==> config.mk <==
export PLATFORM = sky130hd
export DESIGN_NAME = fp_predicate_cmp
export DESIGN_NICKNAME = d
export VERILOG_FILES = /design/src/rtl/fpcmp_pkg.sv /design/src/rtl/fpcmp_classify.sv /design/src/rtl/fpcmp_relate.sv /design/src/rtl/fpcmp_select.sv /design/src/rtl/fp_predicate_cmp.sv
export SDC_FILE = /design/constraint.sdc
export NUM_CORES = 1
export LEC_CHECK = 0
export ABC_AREA = 1
export BUFFER_PORTS_ARGS = -buffer_cell sky130_fd_sc_hd__buf_2
export CORE_MARGIN = 3
export CORE_UTILIZATION = 30
export DETAILED_ROUTE_END_ITERATION = 10
export MAX_ROUTING_LAYER = met4
export SKIP_CTS_REPAIR_TIMING = 1
export SYNTH_ARGS = -nofsm -noshare
export SYNTH_HDL_FRONTEND = slang
export SYNTH_SLANG_ARGS = --single-unit
==> constraint.sdc <==
create_clock -name clk -period 3.8 [get_ports clk]
set_input_delay 0.76 -clock clk [delete_from_list [all_inputs] [get_ports clk]]
set_output_delay 0.76 -clock clk [all_outputs]
set_load 0.02 [all_outputs]
==> src/rtl/fpcmp_pkg.sv <==
package fpcmp_pkg;

   typedef enum logic [2:0] {
      PRED_EQ  = 3'd0,
      PRED_LT  = 3'd1,
      PRED_LE  = 3'd2,
      PRED_UN  = 3'd3,
      PRED_UEQ = 3'd4,
      PRED_ULT = 3'd5,
      PRED_ULE = 3'd6,
      PRED_RSV = 3'd7
   } pred_e;

   typedef struct packed {
      logic sign;
      logic is_zero;
      logic is_nan;
      logic is_snan;
   } opclass_t;

   typedef struct packed {
      logic lt;
      logic eq;
      logic gt;
      logic un;
   } rel_t;

endpackage

==> src/rtl/fpcmp_classify.sv <==
module fpcmp_classify
   import fpcmp_pkg::*;
#(
   parameter int EXP_W = 8,
   parameter int MAN_W = 23,
   localparam int WORD_W = 1 + EXP_W + MAN_W
) (
   input  logic [WORD_W-1:0] op,
   output opclass_t          cls,
   output logic [WORD_W-2:0] mag
);
   logic [EXP_W-1:0] expo;
   logic [MAN_W-1:0] frac;
   logic             exp_all_ones;
   logic             frac_nonzero;

   assign expo         = op[WORD_W-2:MAN_W];
   assign frac         = op[MAN_W-1:0];
   assign exp_all_ones = &expo;
   assign frac_nonzero = |frac;
   assign mag          = op[WORD_W-2:0];

   always_comb begin
      cls.sign    = op[WORD_W-1];
      cls.is_zero = ~|op[WORD_W-2:0];
      cls.is_nan  = exp_all_ones & frac_nonzero;
      cls.is_snan = exp_all_ones & frac_nonzero & ~frac[MAN_W-1];
   end
endmodule

==> src/rtl/fpcmp_relate.sv <==
module fpcmp_relate
   import fpcmp_pkg::*;
#(
   parameter int EXP_W     = 8,
   parameter int MAN_W     = 23,
   parameter bit SPLIT_CMP = 1'b1,
   localparam int MAG_W    = EXP_W + MAN_W
) (
   input  opclass_t         cls_a,
   input  opclass_t         cls_b,
   input  logic [MAG_W-1:0] mag_a,
   input  logic [MAG_W-1:0] mag_b,
   output rel_t             rel
);
   logic mag_lt;
   logic mag_eq;

   generate
      if (SPLIT_CMP) begin : g_split
         logic [EXP_W-1:0] ea, eb;
         logic [MAN_W-1:0] fa, fb;
         logic             e_lt, e_eq, f_lt, f_eq;
         assign ea   = mag_a[MAG_W-1:MAN_W];
         assign eb   = mag_b[MAG_W-1:MAN_W];
         assign fa   = mag_a[MAN_W-1:0];
         assign fb   = mag_b[MAN_W-1:0];
         assign e_lt = ea < eb;
         assign e_eq = ea == eb;
         assign f_lt = fa < fb;
         assign f_eq = fa == fb;
         assign mag_lt = e_lt | (e_eq & f_lt);
         assign mag_eq = e_eq & f_eq;
      end else begin : g_flat
         assign mag_lt = mag_a < mag_b;
         assign mag_eq = mag_a == mag_b;
      end
   endgenerate

   always_comb begin
      rel = '0;
      if (cls_a.is_nan || cls_b.is_nan) begin
         rel.un = 1'b1;
      end else if (cls_a.is_zero && cls_b.is_zero) begin
         rel.eq = 1'b1;
      end else if (cls_a.sign != cls_b.sign) begin
         rel.lt = cls_a.sign;
         rel.gt = cls_b.sign;
      end else if (mag_eq) begin
         rel.eq = 1'b1;
      end else if (!cls_a.sign) begin
         rel.lt = mag_lt;
         rel.gt = ~mag_lt;
      end else begin
         rel.lt = ~mag_lt;
         rel.gt = mag_lt;
      end
   end
endmodule

==> src/rtl/fpcmp_select.sv <==
module fpcmp_select
   import fpcmp_pkg::*;
(
   input  pred_e pred,
   input  rel_t  rel,
   input  logic  any_snan,
   output logic  res,
   output logic  inv
);
   always_comb begin
      res = 1'b0;
      inv = 1'b0;
      unique case (pred)
         PRED_EQ:  begin res = rel.eq;                   inv = any_snan; end
         PRED_LT:  begin res = rel.lt;                   inv = rel.un;   end
         PRED_LE:  begin res = rel.lt | rel.eq;          inv = rel.un;   end
         PRED_UN:  begin res = rel.un;                   inv = any_snan; end
         PRED_UEQ: begin res = rel.eq | rel.un;          inv = any_snan; end
         PRED_ULT: begin res = rel.lt | rel.un;          inv = any_snan; end
         PRED_ULE: begin res = ~rel.gt;                  inv = any_snan; end
         PRED_RSV: begin res = 1'b0;                     inv = 1'b0;     end
         default:  begin res = 1'b0;                     inv = 1'b0;     end
      endcase
   end
endmodule

==> src/rtl/fp_predicate_cmp.sv <==
module fp_predicate_cmp
   import fpcmp_pkg::*;
#(
   parameter int EXP_W     = 8,
   parameter int MAN_W     = 23,
   parameter int SEL_W     = 3,
   parameter bit SPLIT_CMP = 1'b1,
   localparam int WORD_W   = 1 + EXP_W + MAN_W
) (
   input  logic              clk,
   input  logic              rst_n,
   input  logic              in_valid,
   input  logic [WORD_W-1:0] op_a,
   input  logic [WORD_W-1:0] op_b,
   input  logic [SEL_W-1:0]  pred_sel,
   output logic              out_valid,
   output logic              result,
   output logic              invalid
);
   localparam int MAG_W = WORD_W - 1;

   generate
      if (EXP_W < 2) begin : g_bad_exp
         $error("fp_predicate_cmp: EXP_W must be at least 2");
      end
      if (MAN_W < 2) begin : g_bad_man
         $error("fp_predicate_cmp: MAN_W must be at least 2");
      end
      if (SEL_W != 3) begin : g_bad_sel
         $error("fp_predicate_cmp: SEL_W must be 3");
      end
   endgenerate

   opclass_t             cls [2];
   logic     [MAG_W-1:0] mag [2];
   logic     [WORD_W-1:0] opnd [2];

   assign opnd[0] = op_a;
   assign opnd[1] = op_b;

   generate
      for (genvar i = 0; i < 2; i++) begin : g_cls
         fpcmp_classify #(
            .EXP_W (EXP_W),
            .MAN_W (MAN_W)
         ) u_cls (
            .op  (opnd[i]),
            .cls (cls[i]),
            .mag (mag[i])
         );
      end
   endgenerate

   rel_t rel;

   fpcmp_relate #(
      .EXP_W     (EXP_W),
      .MAN_W     (MAN_W),
      .SPLIT_CMP (SPLIT_CMP)
   ) u_rel (
      .cls_a (cls[0]),
      .cls_b (cls[1]),
      .mag_a (mag[0]),
      .mag_b (mag[1]),
      .rel   (rel)
   );

   logic any_snan;
   logic res_c;
   logic inv_c;

   assign any_snan = cls[0].is_snan | cls[1].is_snan;

   fpcmp_select u_sel (
      .pred     (pred_e'(pred_sel)),
      .rel      (rel),
      .any_snan (any_snan),
      .res      (res_c),
      .inv      (inv_c)
   );

   always_ff @(posedge clk) begin
      if (!rst_n) begin
         out_valid <= 1'b0;
         result    <= 1'b0;
         invalid   <= 1'b0;
      end else begin
         out_valid <= in_valid;
         result    <= in_valid & res_c;
         invalid   <= in_valid & inv_c;
      end
   end
endmodule


==> results of run 1 <==
-- Yosys cell counts (all sizes together) --
master / n / area, sq um
nand2: 65 / 251
inv: 55 / 206
nor2: 53 / 211
ha: 31 / 388
nand3: 16 / 90.1
a21oi: 13 / 72.6
nand4: 10 / 62.6
nor3: 7 / 46.3
o21ai: 6 / 33.8
dfxtp: 3 / 60.1
a21o: 2 / 15.0
and2: 2 / 12.5
a21boi: 1 / 7.51
nand3b: 1 / 7.51
o2111a: 1 / 11.3
o221ai: 1 / 8.76
-- final timing paths --
path	from	endpoint	cells past startpoint
max	op_b[22]	result	13
min	in_valid	out_valid	3
-- layout make-up --
| class | count | area (sq um) |
|---|---|---|
| fillers | 524 | 2590 |
| multi-input cells | 209 | 1220 |
| repair buffers | 72 | 360 |
| inverters | 55 | 206 |
| well taps | 65 | 81.3 |
| flip-flops and latches | 3 | 60.1 |
| clock buffers | 4 | 45.0 |
-- power by group --
part           internal [mW]  switching (mW)
logic                 0.0710          0.0872
registers             0.0331        0.000293
clock network         0.0715          0.0204
total                  0.176           0.108
-- kinds of logic (layout without fill, tap and decap cells) --
kind of cell	Yosys count	count (layout)	share of synthesized area (%)
simple gates	154	154	45.9
buf+inv	55	131	13.9
fa+ha+maj	31	31	26.1
compound gates	24	24	10.0
flops	3	3	4.04
-- flip-flops by register name, indices dropped and copies added, names as in the netlist --
| register | cells |
|---|---|
| invalid | 1 |
| out_valid | 1 |
| result | 1 |
-- through the flow --
| stage | instance area [sq um] | hold slack (ns) | std cells | power [mW] | setup slack [ns] |
|---|---|---|---|---|---|
| 2_1_floorplan | 1490 | 0.890 | 267 | 0.126 | 1.69 |
| 3_3_place_gp | 1930 | 0.994 | 404 | 0.193 | 1.44 |
| 3_5_place_dp | 1930 | 0.996 | 404 | 0.193 | 1.44 |
| 4_1_cts | 1970 | 0.775 | 408 | 0.287 | 1.65 |
| 5_1_grt | 1970 | 0.792 | 408 | 0.319 | 1.41 |
| 6_report | 1970 | 0.772 | 408 | 0.283 | 1.65 |
-- per-layer routing --
metal	vias to the layer above	share of wire, %	wire, um
li1	1002	-	-
met1	752	48	1860
met2	61	44	1710
met3	3	7.3	281
met4	0	0.54	21
met5	-	0	0
==> results_dict.tcl, run 1 <==
set metrics [dict create \
    drt-wirelength-per-cell_um 9.49 \
    first_pass_iters 4 \
    root_buffer "clkbuf_8" \
    postRouteAntennaNets 0 \
    wirelength_mm 3.87 \
    synth.avg_cell_area_sq_um 5.56 \
    grt_use_total_pct 14.2 \
    cp-end-kind "flip-flop" \
    final_common_cell "buf_2" \
    synth_nets 368 \
    critical_path_arrival_ns 2.30 \
    crit_type "in -> reg" \
    finalCriticalPeriod_ns 2.15 \
    slowest_delay_ns 0.28 \
    fin_setup_tns_ns 0 \
    grt-ovfl-total 0 \
    power_leakage_nw 1.16 \
    io_buffers 72 \
    hold_class "in -> reg" \
    cp_max_fo 3 \
    maxSlewViolCount 0 \
    worst_pin_slew_ns 0.233 \
    diodes 0 \
    slowest_stage "ha_1" \
    met3_usage_pct 1.89 \
    busiest_layer "met2" \
    synthCells 267 \
    core_area_sq_mm 0.00456 \
    dr_total_vias 1818 \
    antenna_found_initial 0 \
    grt_pass1_vias 1759 \
    ios 73 \
    max-vdd-ir-drop_mv 0.0762 \
    worstPathCellList "buf_2, inv_1, ha_1, nand2_1, nor2_2, nand2_2, nor3_4, nand3_2, o21ai_1, nand3_1, nand3_1, a21oi_2, a21oi_2" \
    hold_viol 0 \
    fin_nets 445 \
    status "complete, no violations" \
    ys_seq_elements 3 \
    netlist_area_sq_mm 0.00149 \
    slew_headroom_pct 84.4 \
    htreeDepth 1 \
    clockBufferDepth 2 \
    clk_pin_slew_ns 0.03 \
    gr-usage-met2_pct 23.1 \
    use_met1_pct 18.4 \
    cap_violations 0 \
    die_x_um 76.4 \
    power_density_mw_per_mm2 144 \
    yosysSeqAreaShare_pct 4.04 \
    clock-sinks 3 \
    cts_inserted_buffers 3 \
    drive_above_1_share_pct 25.9 \
    place.gp.congestion 0.780 \
    die_h_um 76.4 \
    rsz0062_at_grt "no" \
    rows 24 \
    ys_types 23 \
    start_util_pct 32.5 \
    drt-initial-drc-count 69 \
    finalSetupViolCount 0 \
    path_buf_inv 2 \
    fin_util_pct 43.2 \
    path_delay_family "simple AND/OR/NAND/NOR gates" \
    grt_max_degree 7 \
    start_kind "primary input" \
    grt_pass1_wl_mm 7.04 \
    fin_crit_sh_pct 56.5 \
    worstPathRequired_ns 3.95 \
    clock.fmax_mhz 466 \
    cts_tree "done" \
    avgViaCountPerCell 4.46 \
    final_cell_mix "buf_2, nand2_1, inv_1, nor2_1, ha_1" \
    drc_errors 0 \
    syn_to_final_growth_pct 32.8 \
    dp_hpwl_mm 3.60 \
    die_area_sq_mm 0.00583 \
    yosys_warnings 0 \
]
Note: power is estimated with default switching activity, not from simulation.
==> inputs of run 2 (changes only) <==
Clock period 3.8 ns to 2 ns, I/O delays scaled along.
==> run 2 against run 1 <==
Against the previous run:
- count of clock-buffer cells in the layout stayed put
- die area unchanged
- worst setup slack worse by 1.4 ns
- hold slack worse by 0.36 ns
- clock power grew 92%
- first-iteration DRC count down 48%
- combinational power up 95%
- sequential cell count stayed put
- cell area grew 1.5%
- critical path type unchanged
==> results_dict.tcl, run 2 (same netlist as run 1, synthesis figures left out) <==
set metrics [dict create \
    status "complete, no violations" \
    drc_errors 0 \
    place.gp.congestion 0.782 \
    clock-sinks 3 \
    drt-wirelength-per-cell_um 9.59 \
    drt-initial-drc-count 36 \
    fin_crit_sh_pct 89.4 \
    hold_class "in -> reg" \
    worstSetupStartpoint "op_b[30]" \
    root_buffer "clkbuf_8" \
    dp_slack_ns -0.0200 \
    cts_inserted_buffers 3 \
    final_cell_mix "buf_2, nand2_1, inv_1, nor2_1, ha_1" \
    worstPathCellList "buf_2, inv_1, ha_1, nand2_1, nor2_2, nand2_1, nor2_2, nand2_1, nor2_2, nand3_2, nand2_2, nand2_1, nand3_1, nand2_1, a21oi_2, a21oi_2" \
    slew_headroom_pct 84.2 \
    power_density_mw_per_mm2 273 \
    cap_violations 0 \
    crit_type "in -> reg" \
    slowest_stage "ha_1" \
    fin_setup_tns_ns 0 \
    clock.fmax_mhz 559 \
    grt_pass1_vias 1834 \
    clk_pin_slew_ns 0.03 \
    grt_max_degree 7 \
    die_h_um 76.4 \
    dr_total_vias 1833 \
    rsz0062_at_grt "no" \
    fin_nets 449 \
    wirelength_mm 3.95 \
    postRouteAntennaNets 0 \
    worst_pin_slew_ns 0.235 \
    final_cell_area_sq_mm 0.00200 \
    cp_common_cell "nand2_1" \
    slowest_delay_ns 0.28 \
    clockBufferDepth 2 \
    dp_hpwl_mm 3.72 \
    htreeDepth 1 \
    io_buffers 72 \
    finalCriticalPeriod_ns 1.79 \
    power_leakage_nw 1.18 \
    critical_path_arrival_ns 1.89 \
    final_common_cell "buf_2" \
    cp-end-kind "flip-flop" \
    diodes 0 \
    finalWorstSetupSlack_ns 0.212 \
    cts_tree "done" \
    cp_max_fo 3 \
    finalSetupViolCount 0 \
    min_from "in_valid" \
    drive_above_1_share_pct 26.8 \
    maxSlewViolCount 0 \
    rows 24 \
    start_kind "primary input" \
    die_x_um 76.4 \
    grt_pass1_wl_mm 7.19 \
    core_area_sq_mm 0.00456 \
    start_util_pct 32.5 \
    hold_viol 0 \
    place_area_sq_mm 0.00196 \
    ios 73 \
    first_pass_iters 4 \
    power_mw 0.547 \
    min_path_cells 3 \
    grt-ovfl-total 0 \
    worstPathRequired_ns 2.11 \
    reg.largest.list "invalid x1, out_valid x1, result x1" \
    antenna_found_initial 0 \
    syn_to_final_growth_pct 34.8 \
    avgViaCountPerCell 4.45 \
    grt_use_total_pct 14.5 \
    die_area_sq_mm 0.00583 \
    max-vdd-ir-drop_mv 0.128 \
]
[run 2: changes by cell type in the layout (fill, tap and decap cells not counted), sizes merged]
cell,previous run,this run
buf,72,76
[run 2: path summary, 6_finish.rpt]
| kind | endpoint |
|---|---|
| max | result |
| min | out_valid |
[run 2: layout make-up]
cell class | count | area (sq um)
inverter | 55 | 206
clock buffer | 4 | 45.0
fill | 513 | 2560
multi-input combinational | 209 | 1220
sequential | 3 | 60.1
tap | 65 | 81.3
timing repair buffer | 76 | 390
[run 2: per-layer routing]
metal	vias to the layer above	routed length [um]	GRT usage [%]
met2	56	1770	24.7
met5	-	0	-
met1	762	1850	17.6
met4	0	21	3.80
li1	1012	-	-
met3	3	307	2.48
[run 2: power by group]
group	switching [mW]	total, mW	internal [mW]
logic	0.168	0.308	0.140
clock network	0.0399	0.176	0.136
registers	0.000426	0.0632	0.0628
[run 2: metrics by stage]
stage / utilization, % / instances / hold slack, ns
after floorplan: - / 267 / 0.530
after global placement: 42.9 / 408 / 0.634
after detailed placement: 42.9 / 408 / 0.635
after CTS: 43.9 / 412 / 0.412
after global routing: 43.9 / 412 / 0.421
final: 43.9 / 412 / 0.414
[run 2: worst max-delay path: cells and delay by family]
| family | cells | cell delay [ns] |
|---|---|---|
| simple gates | 11 | 0.89 |
| buf+inv | 2 | 0.13 |
| compound gates | 2 | 0.19 |
| fa+ha+maj | 1 | 0.28 |
==> inputs of run 3 (changes only) <==
Settings changed: RECOVER_POWER set to 50.
==> run 3 against run 2 <==
Against the previous run:
- global-route usage stayed put
- sequential power hardly changed
- count of clock-buffer cells in the layout stayed put
- critical path depth stayed put
- cell area is 0.12% lower
- routed wire length hardly changed
- critical path type unchanged
- sequential cell count stayed put
- maximum frequency hardly changed
- hold slack hardly changed
- critical endpoint unchanged
- clock power hardly changed
- largest cell class unchanged
==> results_dict.tcl, run 3 (same netlist as run 1, synthesis figures left out) <==
set metrics [dict create \
    status "complete, no violations" \
    drc_errors 0 \
    fin_nets 449 \
    worstPathCellList "buf_2, inv_1, ha_1, nand2_1, nor2_2, nand2_1, nor2_2, nand2_1, nor2_2, nand3_2, nand2_2, nand2_1, nand3_1, nand2_1, a21oi_2, a21oi_2" \
    slew_headroom_pct 82.9 \
    start_kind "primary input" \
    worst_pin_slew_ns 0.258 \
    finalSetupViolCount 0 \
    avgViaCountPerCell 4.45 \
    cp_max_fo 3 \
    diodes 0 \
    rsz0062_at_grt "no" \
    max-vdd-ir-drop_mv 0.128 \
    hold_viol 0 \
    start_util_pct 32.5 \
    final_cells 412 \
    drive_above_1_share_pct 26.2 \
    wirelength_mm 3.96 \
    core_area_sq_mm 0.00456 \
    maxSlewViolCount 0 \
    clockBufferDepth 2 \
    dp_cells 408 \
    grt-ovfl-total 0 \
    slowest_delay_ns 0.28 \
    htreeDepth 1 \
    die_area_sq_mm 0.00583 \
    worstPathRequired_ns 2.11 \
    slowest_stage "ha_1" \
    power_density_mw_per_mm2 274 \
    die_h_um 76.4 \
    clk_pin_slew_ns 0.03 \
    grt_pass1_vias 1834 \
    cp_common_cell "nand2_1" \
    place.gp.congestion 0.782 \
    critical_path_arrival_ns 1.89 \
    grt_use_total_pct 14.5 \
    multi_input_area_sq_mm 0.00122 \
    hold_class "in -> reg" \
    clock.fmax_mhz 559 \
    reg.largest.list "invalid x1, out_valid x1, result x1" \
    cap_violations 0 \
    clock-sinks 3 \
    root_buffer "clkbuf_8" \
    rows 24 \
    postRouteAntennaNets 0 \
    nFillCells 515 \
    antenna_found_initial 0 \
    power_leakage_nw 1.17 \
    dr_total_vias 1833 \
    cp-end-kind "flip-flop" \
    drt-wirelength-per-cell_um 9.60 \
    ios 73 \
    fin_setup_tns_ns 0 \
    io_buffers 72 \
    final_common_cell "buf_2" \
    die_x_um 76.4 \
    first_pass_iters 4 \
    finalCriticalPeriod_ns 1.79 \
    grt_max_degree 7 \
    regArea_sq_um 60.1 \
    crit_type "in -> reg" \
    syn_to_final_growth_pct 34.6 \
    dp_hpwl_mm 3.72 \
    cts_inserted_buffers 3 \
    final_cell_mix "buf_2, nand2_1, inv_1, nor2_1, ha_1" \
    drt-initial-drc-count 36 \
    grt_pass1_wl_mm 7.19 \
    cts_tree "done" \
    fin_crit_sh_pct 89.4 \
]
run 3: cell types whose count changed in the layout (fill, tap and decap cells not counted):
cell | before | now
buf_2 | 72 | 70
clkbuf_1 | 1 | 3
run 3: area by class of cell:
cell class	instances	share of cell area (%)
clock buffer	4	2.25
timing repair buffer	76	19.4
inverter	55	10.3
tap	65	4.07
sequential	3	3.00
multi-input combinational	209	61.0
run 3: worst paths after layout:
path,from,slack [ns],depth (start not counted),to
worst max-delay path,op_b[30],0.21,16,result
worst min-delay path,in_valid,0.41,3,out_valid
run 3: metal layers:
| layer | global-route usage [%] | routed length [um] | share of wire, % | up-vias |
|---|---|---|---|---|
| met5 | - | 0 | 0 | - |
| met4 | 3.80 | 21 | 0.53 | 0 |
| met3 | 2.48 | 307 | 7.8 | 3 |
| met2 | 24.7 | 1770 | 45 | 56 |
| met1 | 17.6 | 1860 | 47 | 762 |
| li1 | - | - | - | 1012 |
run 3: metrics by stage:
stage | worst slack [ns] | power [mW] | hold WS (ns) | area, sq um | utilization [%]
after global placement | 0.00429 | 0.373 | 0.634 | 1960 | 42.9
after CTS | 0.193 | 0.555 | 0.412 | 2000 | 43.9
after global routing | 0.0140 | 0.618 | 0.421 | 2000 | 43.8
after floorplan | 0.253 | 0.240 | 0.530 | 1490 | -
final | 0.212 | 0.547 | 0.414 | 2000 | 43.8
after detailed placement | -0.0200 | 0.375 | 0.635 | 1960 | 42.9
run 3: power by group:
| group | internal, mW | leakage [nW] | switching, mW |
|---|---|---|---|
| clock network | 0.136 | 0.0228 | 0.0399 |
| registers | 0.0628 | 0.0246 | 0.000468 |
| logic | 0.139 | 1.13 | 0.168 |
| total | 0.338 | 1.17 | 0.209 |
run 3: worst max-delay path: cells and delay by family:
kind / cells / cell delay, ns
simple gates: 11 / 0.89
buf+inv: 2 / 0.13
compound gates: 2 / 0.19
fa+ha+maj: 1 / 0.28
